===== config.mk =====
export PLATFORM = sky130hd
export DESIGN_NAME = card_clk_gen
export DESIGN_NICKNAME = d
export VERILOG_FILES = /design/src/rtl/ckg_pkg.sv /design/src/rtl/ckg_limits.sv /design/src/rtl/ckg_midpoint.sv /design/src/rtl/ckg_prescale.sv /design/src/rtl/ckg_divstage.sv /design/src/rtl/card_clk_gen.sv
export SDC_FILE = /design/constraint.sdc
export NUM_CORES = 1
export LEC_CHECK = 0
export BUFFER_PORTS_ARGS = -buffer_cell sky130_fd_sc_hd__buf_4
export CORE_AREA = 2 2 87 89
export DETAILED_ROUTE_END_ITERATION = 7
export DIE_AREA = 0 0 89 91
export GPL_TIMING_DRIVEN = 0
export PLACE_DENSITY = 0.74
export SLEW_MARGIN = 10
export SYNTH_ARGS = -nofsm -noshare
export SYNTH_HDL_FRONTEND = slang
export SYNTH_SLANG_ARGS = --single-unit

===== constraint.sdc =====
create_clock -name clk_i -period 5.1 [get_ports clk_i]
set_clock_uncertainty 0.15 [all_clocks]
set_input_delay 0.51 -clock clk_i [delete_from_list [all_inputs] [get_ports clk_i]]
set_output_delay 0.51 -clock clk_i [all_outputs]
set_load 0.1 [all_outputs]

===== src/rtl/ckg_pkg.sv =====
package ckg_pkg;

    // default field widths of the rate word
    localparam int unsigned CKG_DIV_W   = 4;
    localparam int unsigned CKG_PRE_W   = 12;

    // status word and its running flag position
    localparam int unsigned CKG_STAT_W  = 16;
    localparam int unsigned CKG_RUN_BIT = 8;

    // control command width and bit positions
    localparam int unsigned CKG_CTL_W   = 4;
    localparam int unsigned CKG_BIT_STOP  = 0;
    localparam int unsigned CKG_BIT_START = 1;
    localparam int unsigned CKG_BIT_SRST  = 3;

endpackage


===== src/rtl/ckg_limits.sv =====
// Terminal counts of both divide stages for one rate word.
module ckg_limits #(
    parameter int unsigned DIV_W = 4,
    parameter int unsigned PRE_W = 12
) (
    input  logic [DIV_W+PRE_W-1:0] word_i,
    output logic [DIV_W-1:0]       div_o,
    output logic [PRE_W:0]         last_o
);
    localparam logic [PRE_W:0] ONE_C = (PRE_W+1)'(1);

    logic [PRE_W-1:0] pre;

    always_comb begin
        pre   = word_i[DIV_W+PRE_W-1:DIV_W];
        div_o = word_i[DIV_W-1:0];
        if (div_o == '0) begin
            div_o = DIV_W'(1);
        end
        if (pre == '0) begin
            last_o = '0;
        end else begin
            last_o = ({1'b0, pre} << 1) - ONE_C;
        end
    end
endmodule


===== src/rtl/ckg_midpoint.sv =====
// Position (divider count, prescale count) at which the high phase ends.
module ckg_midpoint #(
    parameter int unsigned DIV_W = 4,
    parameter int unsigned PRE_W = 12
) (
    input  logic [DIV_W+PRE_W-1:0] word_i,
    output logic [DIV_W-1:0]       half_div_o,
    output logic [PRE_W:0]         half_pre_o
);
    localparam logic [DIV_W:0] ONE_C = (DIV_W+1)'(1);

    logic [DIV_W-1:0] div;
    logic [PRE_W-1:0] pre;
    logic [DIV_W:0]   steps;
    logic [DIV_W:0]   steps_half;

    always_comb begin
        pre = word_i[DIV_W+PRE_W-1:DIV_W];
        div = word_i[DIV_W-1:0];
        if (div == '0) begin
            div = DIV_W'(1);
        end
        steps      = {1'b0, div} + ONE_C;
        steps_half = steps >> 1;
        half_div_o = steps_half[DIV_W-1:0];
        // odd number of divider steps with prescaling: the midpoint
        // falls halfway through one prescale run
        if ((pre != '0) && !div[0]) begin
            half_pre_o = {1'b0, pre};
        end else begin
            half_pre_o = '0;
        end
    end
endmodule


===== src/rtl/ckg_prescale.sv =====
// First divide stage: counts 0..last and emits a tick on the terminal count.
module ckg_prescale #(
    parameter int unsigned PRE_W = 12
) (
    input  logic           clk_i,
    input  logic           rst_ni,
    input  logic           clear_i,
    input  logic           run_i,
    input  logic [PRE_W:0] last_i,
    output logic [PRE_W:0] cnt_d_o,
    output logic           tick_o
);
    localparam logic [PRE_W:0] ONE_C = (PRE_W+1)'(1);

    typedef struct packed {
        logic [PRE_W:0] cnt;
    } pre_st_t;

    pre_st_t s_d, s_q;

    always_comb begin
        s_d    = s_q;
        tick_o = 1'b0;
        if (clear_i) begin
            s_d.cnt = '0;
        end else if (run_i) begin
            if (s_q.cnt >= last_i) begin
                s_d.cnt = '0;
                tick_o  = 1'b1;
            end else begin
                s_d.cnt = s_q.cnt + ONE_C;
            end
        end
    end

    always_ff @(posedge clk_i or negedge rst_ni) begin
        if (!rst_ni) begin
            s_q <= '0;
        end else begin
            s_q <= s_d;
        end
    end

    assign cnt_d_o = s_d.cnt;

    // prescale position never leaves the range of the active word
    p_pre_in_range_r2: assert property (@(posedge clk_i) disable iff (!rst_ni)
        s_q.cnt <= last_i);
endmodule


===== src/rtl/ckg_divstage.sv =====
// Second divide stage: advances on prescale ticks, counts 0..div.
module ckg_divstage #(
    parameter int unsigned DIV_W = 4
) (
    input  logic             clk_i,
    input  logic             rst_ni,
    input  logic             clear_i,
    input  logic             tick_i,
    input  logic [DIV_W-1:0] div_i,
    output logic [DIV_W-1:0] cnt_d_o,
    output logic             wrap_o
);
    localparam logic [DIV_W-1:0] ONE_C = DIV_W'(1);

    typedef struct packed {
        logic [DIV_W-1:0] cnt;
    } div_st_t;

    div_st_t s_d, s_q;

    always_comb begin
        s_d    = s_q;
        wrap_o = 1'b0;
        if (clear_i) begin
            s_d.cnt = '0;
        end else if (tick_i) begin
            if (s_q.cnt >= div_i) begin
                s_d.cnt = '0;
                wrap_o  = 1'b1;
            end else begin
                s_d.cnt = s_q.cnt + ONE_C;
            end
        end
    end

    always_ff @(posedge clk_i or negedge rst_ni) begin
        if (!rst_ni) begin
            s_q <= '0;
        end else begin
            s_q <= s_d;
        end
    end

    assign cnt_d_o = s_d.cnt;

    // divider position stays within 0..div of the active word
    p_div_in_range_r2: assert property (@(posedge clk_i) disable iff (!rst_ni)
        s_q.cnt <= div_i);
endmodule


===== src/rtl/card_clk_gen.sv =====
module card_clk_gen
    import ckg_pkg::*;
#(
    parameter int unsigned DIV_W   = CKG_DIV_W,
    parameter int unsigned PRE_W   = CKG_PRE_W,
    parameter int unsigned STAT_W  = CKG_STAT_W,
    parameter int unsigned RUN_BIT = CKG_RUN_BIT,
    parameter int unsigned CTL_W   = CKG_CTL_W
) (
    input  logic                   clk_i,
    input  logic                   rst_ni,
    input  logic                   rate_wr_i,
    input  logic [DIV_W+PRE_W-1:0] rate_i,
    input  logic                   ctl_wr_i,
    input  logic [CTL_W-1:0]       ctl_i,
    output logic                   card_clk_o,
    output logic [STAT_W-1:0]      status_o
);
    localparam int unsigned RW = DIV_W + PRE_W;

    typedef struct packed {
        logic [RW-1:0] rate;    // last written rate word
        logic [RW-1:0] act;     // word governing the current period
        logic          en;      // clock requested
        logic          active;  // clock toggling
        logic          clk;     // registered card clock
    } gen_st_t;

    gen_st_t s_d, s_q;

    logic             cmd_stop, cmd_start, cmd_srst;
    logic             ctl_unused;
    logic [RW-1:0]    rate_nx;
    logic [DIV_W-1:0] div_cur;
    logic [PRE_W:0]   last_cur;
    logic [DIV_W-1:0] half_div_nx;
    logic [PRE_W:0]   half_pre_nx;
    logic [PRE_W:0]   pre_cnt_d;
    logic [DIV_W-1:0] div_cnt_d;
    logic             pre_tick;
    logic             period_end;

    assign cmd_stop   = ctl_wr_i & ctl_i[CKG_BIT_STOP];
    assign cmd_start  = ctl_wr_i & ctl_i[CKG_BIT_START];
    assign cmd_srst   = ctl_wr_i & ctl_i[CKG_BIT_SRST];
    assign ctl_unused = ^ctl_i;
    assign rate_nx    = rate_wr_i ? rate_i : s_q.rate;

    ckg_limits #(.DIV_W(DIV_W), .PRE_W(PRE_W)) u_lim (
        .word_i (s_q.act),
        .div_o  (div_cur),
        .last_o (last_cur)
    );

    ckg_midpoint #(.DIV_W(DIV_W), .PRE_W(PRE_W)) u_mid (
        .word_i     (s_d.act),
        .half_div_o (half_div_nx),
        .half_pre_o (half_pre_nx)
    );

    ckg_prescale #(.PRE_W(PRE_W)) u_pre (
        .clk_i   (clk_i),
        .rst_ni  (rst_ni),
        .clear_i (cmd_srst),
        .run_i   (s_q.active),
        .last_i  (last_cur),
        .cnt_d_o (pre_cnt_d),
        .tick_o  (pre_tick)
    );

    ckg_divstage #(.DIV_W(DIV_W)) u_div (
        .clk_i   (clk_i),
        .rst_ni  (rst_ni),
        .clear_i (cmd_srst),
        .tick_i  (pre_tick),
        .div_i   (div_cur),
        .cnt_d_o (div_cnt_d),
        .wrap_o  (period_end)
    );

    always_comb begin
        s_d      = s_q;
        s_d.rate = rate_nx;
        if (cmd_srst) begin
            s_d.en     = cmd_start & ~cmd_stop;
            s_d.active = s_d.en;
            s_d.act    = rate_nx;
        end else begin
            if (cmd_stop) begin
                s_d.en = 1'b0;
            end else if (cmd_start) begin
                s_d.en = 1'b1;
            end
            if (!s_q.active) begin
                s_d.act    = rate_nx;
                s_d.active = s_d.en;
            end else if (period_end) begin
                s_d.act = rate_nx;
                if (!s_d.en) begin
                    s_d.active = 1'b0;
                end
            end
        end
        s_d.clk = s_d.active &&
                  ((div_cnt_d < half_div_nx) ||
                   ((div_cnt_d == half_div_nx) && (pre_cnt_d < half_pre_nx)));
    end

    always_ff @(posedge clk_i or negedge rst_ni) begin
        if (!rst_ni) begin
            s_q <= '0;
        end else begin
            s_q <= s_d;
        end
    end

    always_comb begin
        status_o          = '0;
        status_o[RUN_BIT] = s_q.active;
    end

    assign card_clk_o = s_q.clk;

    // a stop only ends the clock after a low cycle, never mid-pulse
    p_stop_after_low_r6: assert property (@(posedge clk_i) disable iff (!rst_ni)
        ($fell(s_q.active) && !$past(cmd_srst)) |-> !$past(s_q.clk));

    // the governing word is frozen inside a running period
    p_rate_frozen_r7: assert property (@(posedge clk_i) disable iff (!rst_ni)
        (s_q.active && !period_end && !cmd_srst) |=> $stable(s_q.act));

    // every start begins with a high phase
    p_start_high_r3: assert property (@(posedge clk_i) disable iff (!rst_ni)
        $rose(s_q.active) |-> s_q.clk);
endmodule


-- Word level (Yosys, flattened, before mapping)
Cells that the tools add are included.
- add/sub/neg operators: 4
- magnitude comparators: 4
- equal/unequal tests: 1
- muxes and demuxes: 26
- bitwise logic cells: 5
- reduce and logical (&&, ||, !) cells: 9
- operator list (operator ; count):
    13-bit 2-to-1 mux ; 4
    16-bit 2-to-1 mux ; 3
    4-bit 2-to-1 mux ; 5
    18-bit 2-to-1 mux ; 1
    13-bit by 1-bit adder with 13-bit output (second input constant) ; 1
    13-bit >= comparator ; 1
    13-bit less-than comparator ; 1
    13-bit by 1-bit subtractor with 13-bit output (second input constant) ; 1
    12-bit zero test ; 1
    1-bit 2-to-1 mux ; 12
    12-bit 2-to-1 mux ; 1
    12-bit nonzero test ; 1
    4-bit zero test ; 2
    4-bit by 1-bit adder with 5-bit output (second input constant) ; 1
    4-bit by 1-bit adder with 4-bit output (second input constant) ; 1
    1-bit AND ; 4
    4-bit == test ; 1
    4-bit >= comparator ; 1
    4-bit less-than comparator ; 1
    1-bit logical AND ; 3
    1-bit zero test ; 1
    1-bit logical OR ; 1
    1-bit inverter ; 1
- register bits after elaboration: 52
- input port bits: 24
- output and inout bits: 17
- logic and storage cells: 56

-- Logic depth before layout (Yosys ltp)
Gate-level depths: netlist of the first run.
- depth in word-level cells: 20
- mapped depth: 21
- depth with buffers taken out: 20

-- Cells and area by module
A second synthesis of the first run with hierarchy kept.
- cell total of the unflattened synthesis: 379
- area total of the unflattened synthesis: 3832.4 um2
- modules (own cells, without submodules) (module ; instances ; cells an instance ; area an instance (um2) ; seq. area each (um2)):
    card_clk_gen ; 1 ; 151 ; 1889.3 ; 875.8
    ckg_prescale ; 1 ; 110 ; 1049.8 ; 325.3
    ckg_divstage ; 1 ; 37 ; 360.3 ; 100.1
    ckg_limits ; 1 ; 56 ; 355.3 ; 0.0
    ckg_midpoint ; 1 ; 25 ; 177.7 ; 0.0

-- Worst setup path before layout of the first run
No wires, ideal clock.
- path kind: register to register
- start: reg s_q[11] (netlist name)
- end: reg s_q, in the netlist card_clk_o
- setup time: 0.094 ns
- data arrival time: 4.523 ns
- required time: 4.856 ns
- path slack: 0.333 ns
- cell stages (with the launch flop): 21
- path buffers: 2
- clock period less this slack: 4.767 ns
- path through: dfrtp_1 > or4_1 > nor4_1 > nand4b_1 > buf_2 > nand2_1 > ha_1 > a21o_1 > a221o_1 > a21oi_1 > a32o_1 > mux2_2 > buf_2 > nand2_1 > ha_1 > a21o_1 > a21o_1 > a21oi_1 > a2111o_1 > a211oi_2 > a211oi_1
- RTL lines (element ; RTL line ; source):
    start, declared ; card_clk_gen.sv:29 ; gen_st_t s_d, s_q;
    start signal, assigned ; card_clk_gen.sv:111 ; s_q <= '0;
    start signal, assigned ; card_clk_gen.sv:113 ; s_q <= s_d;

==> impl_metrics.toml, run 1 <==
[floorplan]
die_area_um2 = 8100
start_util = 0.487
fp.coreArea_um2 = 7140
die_w_um = 89
pin_count = 41
die_h_um = 91
core.rowCount = 31

[logic_synthesis]
syn_inst = 361
synth_top_flop_cell = "dfrtp_1"
async_flop_share = 1.00
ys_ff_latch = 52
yosysWarnings = 0
syn_area_per_cell_um2 = 9.62
syn-cell-area_um2 = 3470
seq_area_frac_synth = 0.375
synth-edff-count = 0
netlist-cell-type-count = 47

[timing]
period_share = 0.977
maxSlewViolCount = 0
hold_viol = 0
layout_min_cycle_time_ns = 4.98
worst_pin_slew_ns = 0.659
layout_setup_ws_ns = 0.117
max-slew-margin-rel = 0.561
setup_viol = 0
timing.fmax_mhz = 201

[clock_tree]
cts_buffers = 5
h-tree-depth = 2
cts_tree = "yes"
cts_sinks = 52
clk_pin_slew_ns = 0.11
hold_buffers = 0
clockBufferDepth = 2
clock_latency_ns = 0.31
cts-root-buf = "clkbuf_8"

[hold_path]
hp-class = "primary input to async pin"

[power]
pwr-share-comb = 0.559
switching_share = 0.451
vdd_ir_drop_max_uv = 242
total_leakage_power_nw = 2.01
power-per-cell-area_nw_per_um2 = 468
p_int_mw = 1.08
power_frac_clock = 0.124
p_sw_mw = 0.884
pwr-share-seq = 0.317

[drt]
firstDrtPassIters = 4
antenna_left = 0
drcViolationCount = 0
vias = 2761
drt_wl_total_um = 7900
drtIter0Drc = 106
wl_per_cell_um = 15.3
viasPerCell = 5.34

[setup_path]
crit_type = "flop to flop"
crit_arrival_ns = 5.06
cp-endpoint = "card_clk_o$_DFF_PN0_"
critPathLaunch = "s_q[12]$_DFF_PN0_"
worstRegToRegCells = 21
cp_max_fo = 7
crit_required_ns = 5.18
worstReg2RegEnd = "card_clk_o$_DFF_PN0_"
critPathCaptureType = "flop"
rrSetupSlack_ns = 0.12
reg2reg_from = "s_q[12]$_DFF_PN0_"
start_kind = "flop"

[cells_and_area]
fillers = 609
nNetsFinal = 477
drive_above_1_share = 0.280
area_delta_synth_final_pct = 20.6
post-route-util = 0.587
multi_input_area_um2 = 2150
seq_area_um2 = 1300
num_antenna_cells = 0

[placed_design]
place_hpwl_um = 5810
place_ws_ns = -0.419
gp_congestion = 0.864
io_buffers = 23

[job]
cap_viol_max_count = 0

[global_routing]
grt_pass1_vias = 2641
grt.total_usage = 0.198
antenna_found_initial = 0
grt_max_degree = 53
grt_first_pass_wirelength_um = 12600
grt_overflow = 0

[outcome]
status = "finished, final reports clean"
-- metrics by stage --
stage | total power [mW] | hold WS (ns) | std cells | cell area [um^2] | TNS [ns]
global placement | 1.49 | 0.331 | 497 | 3820 | -0.269
finish | 1.96 | 0.0783 | 517 | 4190 | 0
floorplan | 1.30 | 0.0644 | 375 | 3530 | 0
CTS | 1.83 | 0.0876 | 510 | 4010 | 0
detailed placement | 1.54 | 0.335 | 497 | 3820 | -0.419
global route | 2.11 | 0.131 | 517 | 4190 | -0.0470
-- flip-flops by register name, indices dropped and copies added (netlist names) --
signal	cells
u_div.s_q	4
u_pre.s_q	13
status_o	1
s_q	33
card_clk_o	1
-- synth_stat cells (5+ instances only) --
master	instances	area share
dfrtp_1	52	0.37
nand2_1	44	0.048
ha_1	36	0.13
mux2_2	25	0.081
nor2_1	24	0.026
inv_1	18	0.019
a21oi_1	17	0.024
buf_4	17	0.037
xor2_1	15	0.038
o21ai_0	14	0.020
xnor2_1	11	0.028
nand3_1	8	0.012
nand4_1	8	0.014
a211oi_1	6	0.013
a21o_1	5	0.011
mux2i_1	5	0.014
nor3_1	5	0.0072
nor4_1	5	0.0090
-- cells in the final DEF (no fill, tap or decap), types with 8 or more instances in the layout --
cell type,n
dfrtp_1,51
nand4_1,8
nand2_1,41
conb_1,15
a21oi_1,15
o21ai_0,12
ha_1,32
nor2_1,23
mux2_2,24
xnor2_1,11
inv_1,18
buf_4,52
xor2_1,15
-- power by group through the flow --
stage | Sequential [mW] | Clock [mW] | Combinational (mW)
floorplan | 0.611 | 0 | 0.690
global placement | 0.612 | 0 | 0.875
detailed placement | 0.619 | 0 | 0.919
CTS | 0.613 | 0.248 | 0.969
global route | 0.635 | 0.264 | 1.21
finish | 0.622 | 0.243 | 1.10
-- cells by family (layout without fill, tap and decap cells) --
family / count (synthesis) / count (layout) / share of synthesized area
simple gates: 109 / 109 / 0.147
xor+xnor: 26 / 26 / 0.0655
other cells: 1 / 15 / 0.00108
fa+ha+maj: 36 / 36 / 0.130
buf+inv: 43 / 86 / 0.0663
mux: 30 / 30 / 0.0954
compound gates: 64 / 64 / 0.121
flops: 52 / 52 / 0.375
-- layout make-up --
cell class | instances | share of cell area
clock buffer | 5 | 0.0164
tap | 99 | 0.0296
multi-input combinational | 280 | 0.513
sequential | 52 | 0.311
clock inverter | 3 | 0.00508
buffer | 25 | 0.0439
timing repair buffer | 35 | 0.0651
inverter | 18 | 0.0161
-- worst min path at each step --
| stage | end | slack [ns] | depth (start not counted) |
|---|---|---|---|
| 3_5_place_dp | s_q[32]$_DFF_PN0_ | 0.34 | 1 |
| 2_1_floorplan | card_clk_o$_DFF_PN0_ | 0.06 | 0 |
| 6_report | s_q[26]$_DFF_PN0_ | 0.08 | 1 |
| 4_1_cts | s_q[26]$_DFF_PN0_ | 0.09 | 1 |
| 5_1_grt | s_q[31]$_DFF_PN0_ | 0.13 | 1 |
| 3_3_place_gp | s_q[32]$_DFF_PN0_ | 0.33 | 1 |
-- repair_timing --
action / CTS / global route
buffers inserted: 5 / 6
cloned: 0 / 1
gates resized for setup: 10 / 33
pin swaps: 4 / 14
endpoints found under the setup margin: 1 / 1
-- routing by layer --
metal,share of wire,global-route usage,vias to the layer above
li1,-,-,1361
met1,0.46,0.281,1312
met2,0.48,0.308,73
met3,0.039,0.0264,15
met4,0.021,0.0697,0
met5,0,0,-
-- critical path: stages (launching register included) --
cell	delay, ns
dfrtp_2	0.45
or4_4	0.59
nor4_4	0.18
nand4b_1	0.23
buf_6	0.20
nand2_2	0.09
ha_4	0.21
and2_4	0.15
a221o_1	0.39
a21oi_2	0.20
a32oi_2	0.16
buf_4	0.18
buf_12	0.13
mux2_2	0.28
nand2_1	0.10
ha_1	0.25
nand3_1	0.16
o22ai_1	0.12
o211ai_1	0.20
a21o_1	0.15
o221ai_1	0.14
a211oi_2	0.20
(Power assumes the default switching activity.)
==> inputs of run 2 (changes only) <==
Settings changed: CELL_PAD_IN_SITES_DETAIL_PLACEMENT set to 1, CELL_PAD_IN_SITES_GLOBAL_PLACEMENT set to 1, CORE_AREA 2 2 87 89 to 2 2 96 98, DIE_AREA 0 0 89 91 to 0 0 98 100, PLACE_DENSITY 0.74 to 0.77.
==> run 2 against run 1 <==
Against the previous run:
- largest power group unchanged
- first-iteration DRC count shrank 32%
- flip-flop and latch count did not move
- utilization shrank 11 points
- cell count is 3.1% higher
- worst hold slack got worse by 0.0079 ns
- design area grew 0.39%
- critical path type unchanged
- setup slack worse by 0.016 ns
==> impl_metrics.toml, run 2 (synthesized netlist as in run 1, its figures left out) <==
[setup_path]
crit_type = "flop to flop"
cp.buffers_inverters = 2
crit_chain = "or4_4, nor4_4, nand4b_1, buf_6, nand2_1, ha_1, and2_4, a221o_1, a21oi_2, a32o_2, mux2_4, buf_6, nand2_1, ha_1, nand3_2, o22ai_1, o211ai_1, a21o_1, o221ai_2, a211oi_2"
critPathCaptureType = "flop"
crit_family = "compound AO/OA/AOI/OAI gates"
cp_slowest_cell = "or4_4"
crit_arrival_ns = 5.06
crit_required_ns = 5.16
cp_max_fo = 10
critPathMaxStageDelay_ns = 0.59
start_kind = "flop"

[power]
pwr-share-seq = 0.313
switching_share = 0.459
power_frac_clock = 0.125
vdd_ir_drop_max_uv = 240
p_sw_mw = 0.910
pwr-share-comb = 0.562
total_leakage_power_nw = 2.04
power-per-cell-area_nw_per_um2 = 471
p_int_mw = 1.07

[cells_and_area]
layout_commonest_cell = "buf_4"
num_antenna_cells = 0
largest_reg_flops = 33
fillers = 1026
drive_above_1_share = 0.294
final_area_um2 = 4210
stdcell_count = 533
final_cell_mix = "buf_4 (55), dfrtp_1 (51), nand2_1 (43)"
reg.largest.list = "s_q (33), u_pre.s_q (13), u_div.s_q (4)"
top_register = "s_q"
area_delta_synth_final_pct = 21.0
nNetsFinal = 481

[floorplan]
fp.coreArea_um2 = 8890
die_w_um = 98
die_area_um2 = 9800
start_util = 0.391
die_h_um = 100
core.rowCount = 35
pin_count = 41

[timing]
setup_viol = 0
layout_setup_ws_ns = 0.101
hold_viol = 0
max-slew-margin-rel = 0.550
layout_min_cycle_time_ns = 5.00
period_share = 0.980
maxSlewViolCount = 0
timing.fmax_mhz = 200
worst_pin_slew_ns = 0.676

[drt]
drtIter0Drc = 72
wl_per_cell_um = 17.2
antenna_left = 0
drcViolationCount = 0
vias = 2830
firstDrtPassIters = 4
viasPerCell = 5.31
drt_wl_total_um = 9180

[clock_tree]
clockBufferDepth = 2
cts_sinks = 52
hold_buffers = 0
cts_tree = "yes"
cts_buffers = 5
h-tree-depth = 2
clk_pin_slew_ns = 0.11
clock_latency_ns = 0.31
cts-root-buf = "clkbuf_8"

[global_routing]
grt_max_degree = 53
grt.total_usage = 0.186
grt_first_pass_wirelength_um = 14700
antenna_found_initial = 0
grt_overflow = 0
grt_pass1_vias = 2927

[placed_design]
io_buffers = 23
gp_congestion = 0.834
placed_area_um2 = 3840
place_hpwl_um = 6720
place_ws_ns = -0.565
dp.cells = 509

[outcome]
status = "finished, final reports clean"

[job]
cap_viol_max_count = 0

[hold_path]
hp-class = "primary input to async pin"
run 2: power groups by stage:
stage / registers, mW / clock network, mW / logic, mW
4_1_cts: 0.614 / 0.255 / 1.04
6_report: 0.620 / 0.248 / 1.11
2_1_floorplan: 0.611 / 0 / 0.690
5_1_grt: 0.635 / 0.269 / 1.23
3_3_place_gp: 0.613 / 0 / 0.893
3_5_place_dp: 0.624 / 0 / 0.942
run 2: path summary, 6_finish.rpt:
path,slack [ns],endpoint,depth (start not counted),from
setup / recovery,0.10,card_clk_o$_DFF_PN0_,20,s_q[11]$_DFF_PN0_
setup reg to reg,0.10,card_clk_o$_DFF_PN0_,20,s_q[11]$_DFF_PN0_
max in group asynchronous,4.24,s_q[12]$_DFF_PN0_,1,rst_ni
min in group clk_i,0.29,s_q[30]$_DFF_PN0_,2,rate_i[11]
hold reg to reg,0.36,s_q[26]$_DFF_PN0_,1,s_q[26]$_DFF_PN0_
hold / removal,0.07,u_pre.s_q[3]$_DFF_PN0_,1,rst_ni
run 2: through the flow:
stage / TNS [ns] / hold slack, ns / util / power, mW
CTS: 0 / 0.0987 / 0.459 / 1.91
floorplan: 0 / 0.0644 / - / 1.30
global placement: -0.372 / 0.332 / 0.432 / 1.51
detailed placement: -0.565 / 0.344 / 0.432 / 1.57
global route: -0.133 / 0.113 / 0.473 / 2.13
finish: 0 / 0.0704 / 0.473 / 1.98
run 2: cell type report:
cell class / instances / area (um^2) / share of cell area
Multi-Input combinational cell: 280 / 2130 / 0.507
Clock buffer: 5 / 68.8 / 0.0164
Buffer: 25 / 183 / 0.0434
Inverter: 18 / 67.6 / 0.0161
Clock inverter: 3 / 22.5 / 0.00536
Tap cell: 111 / 139 / 0.0330
Sequential cell: 52 / 1300 / 0.310
Timing Repair Buffer: 39 / 290 / 0.0690
run 2: per-layer routing:
metal / up-vias / track usage / part of all wire
met5: - / 0 / 0
met4: 0 / 0.0502 / 0.016
met3: 10 / 0.0209 / 0.025
met2: 48 / 0.327 / 0.50
met1: 1400 / 0.245 / 0.46
li1: 1372 / - / -
run 2: what timing repair did:
item | 4_1_cts | 5_1_grt
pin swaps | 11 | 18
setup buffers | 8 | 7
gates resized for setup | 23 | 21
cloned | 0 | 1
setup endpoints to repair | 1 | 1
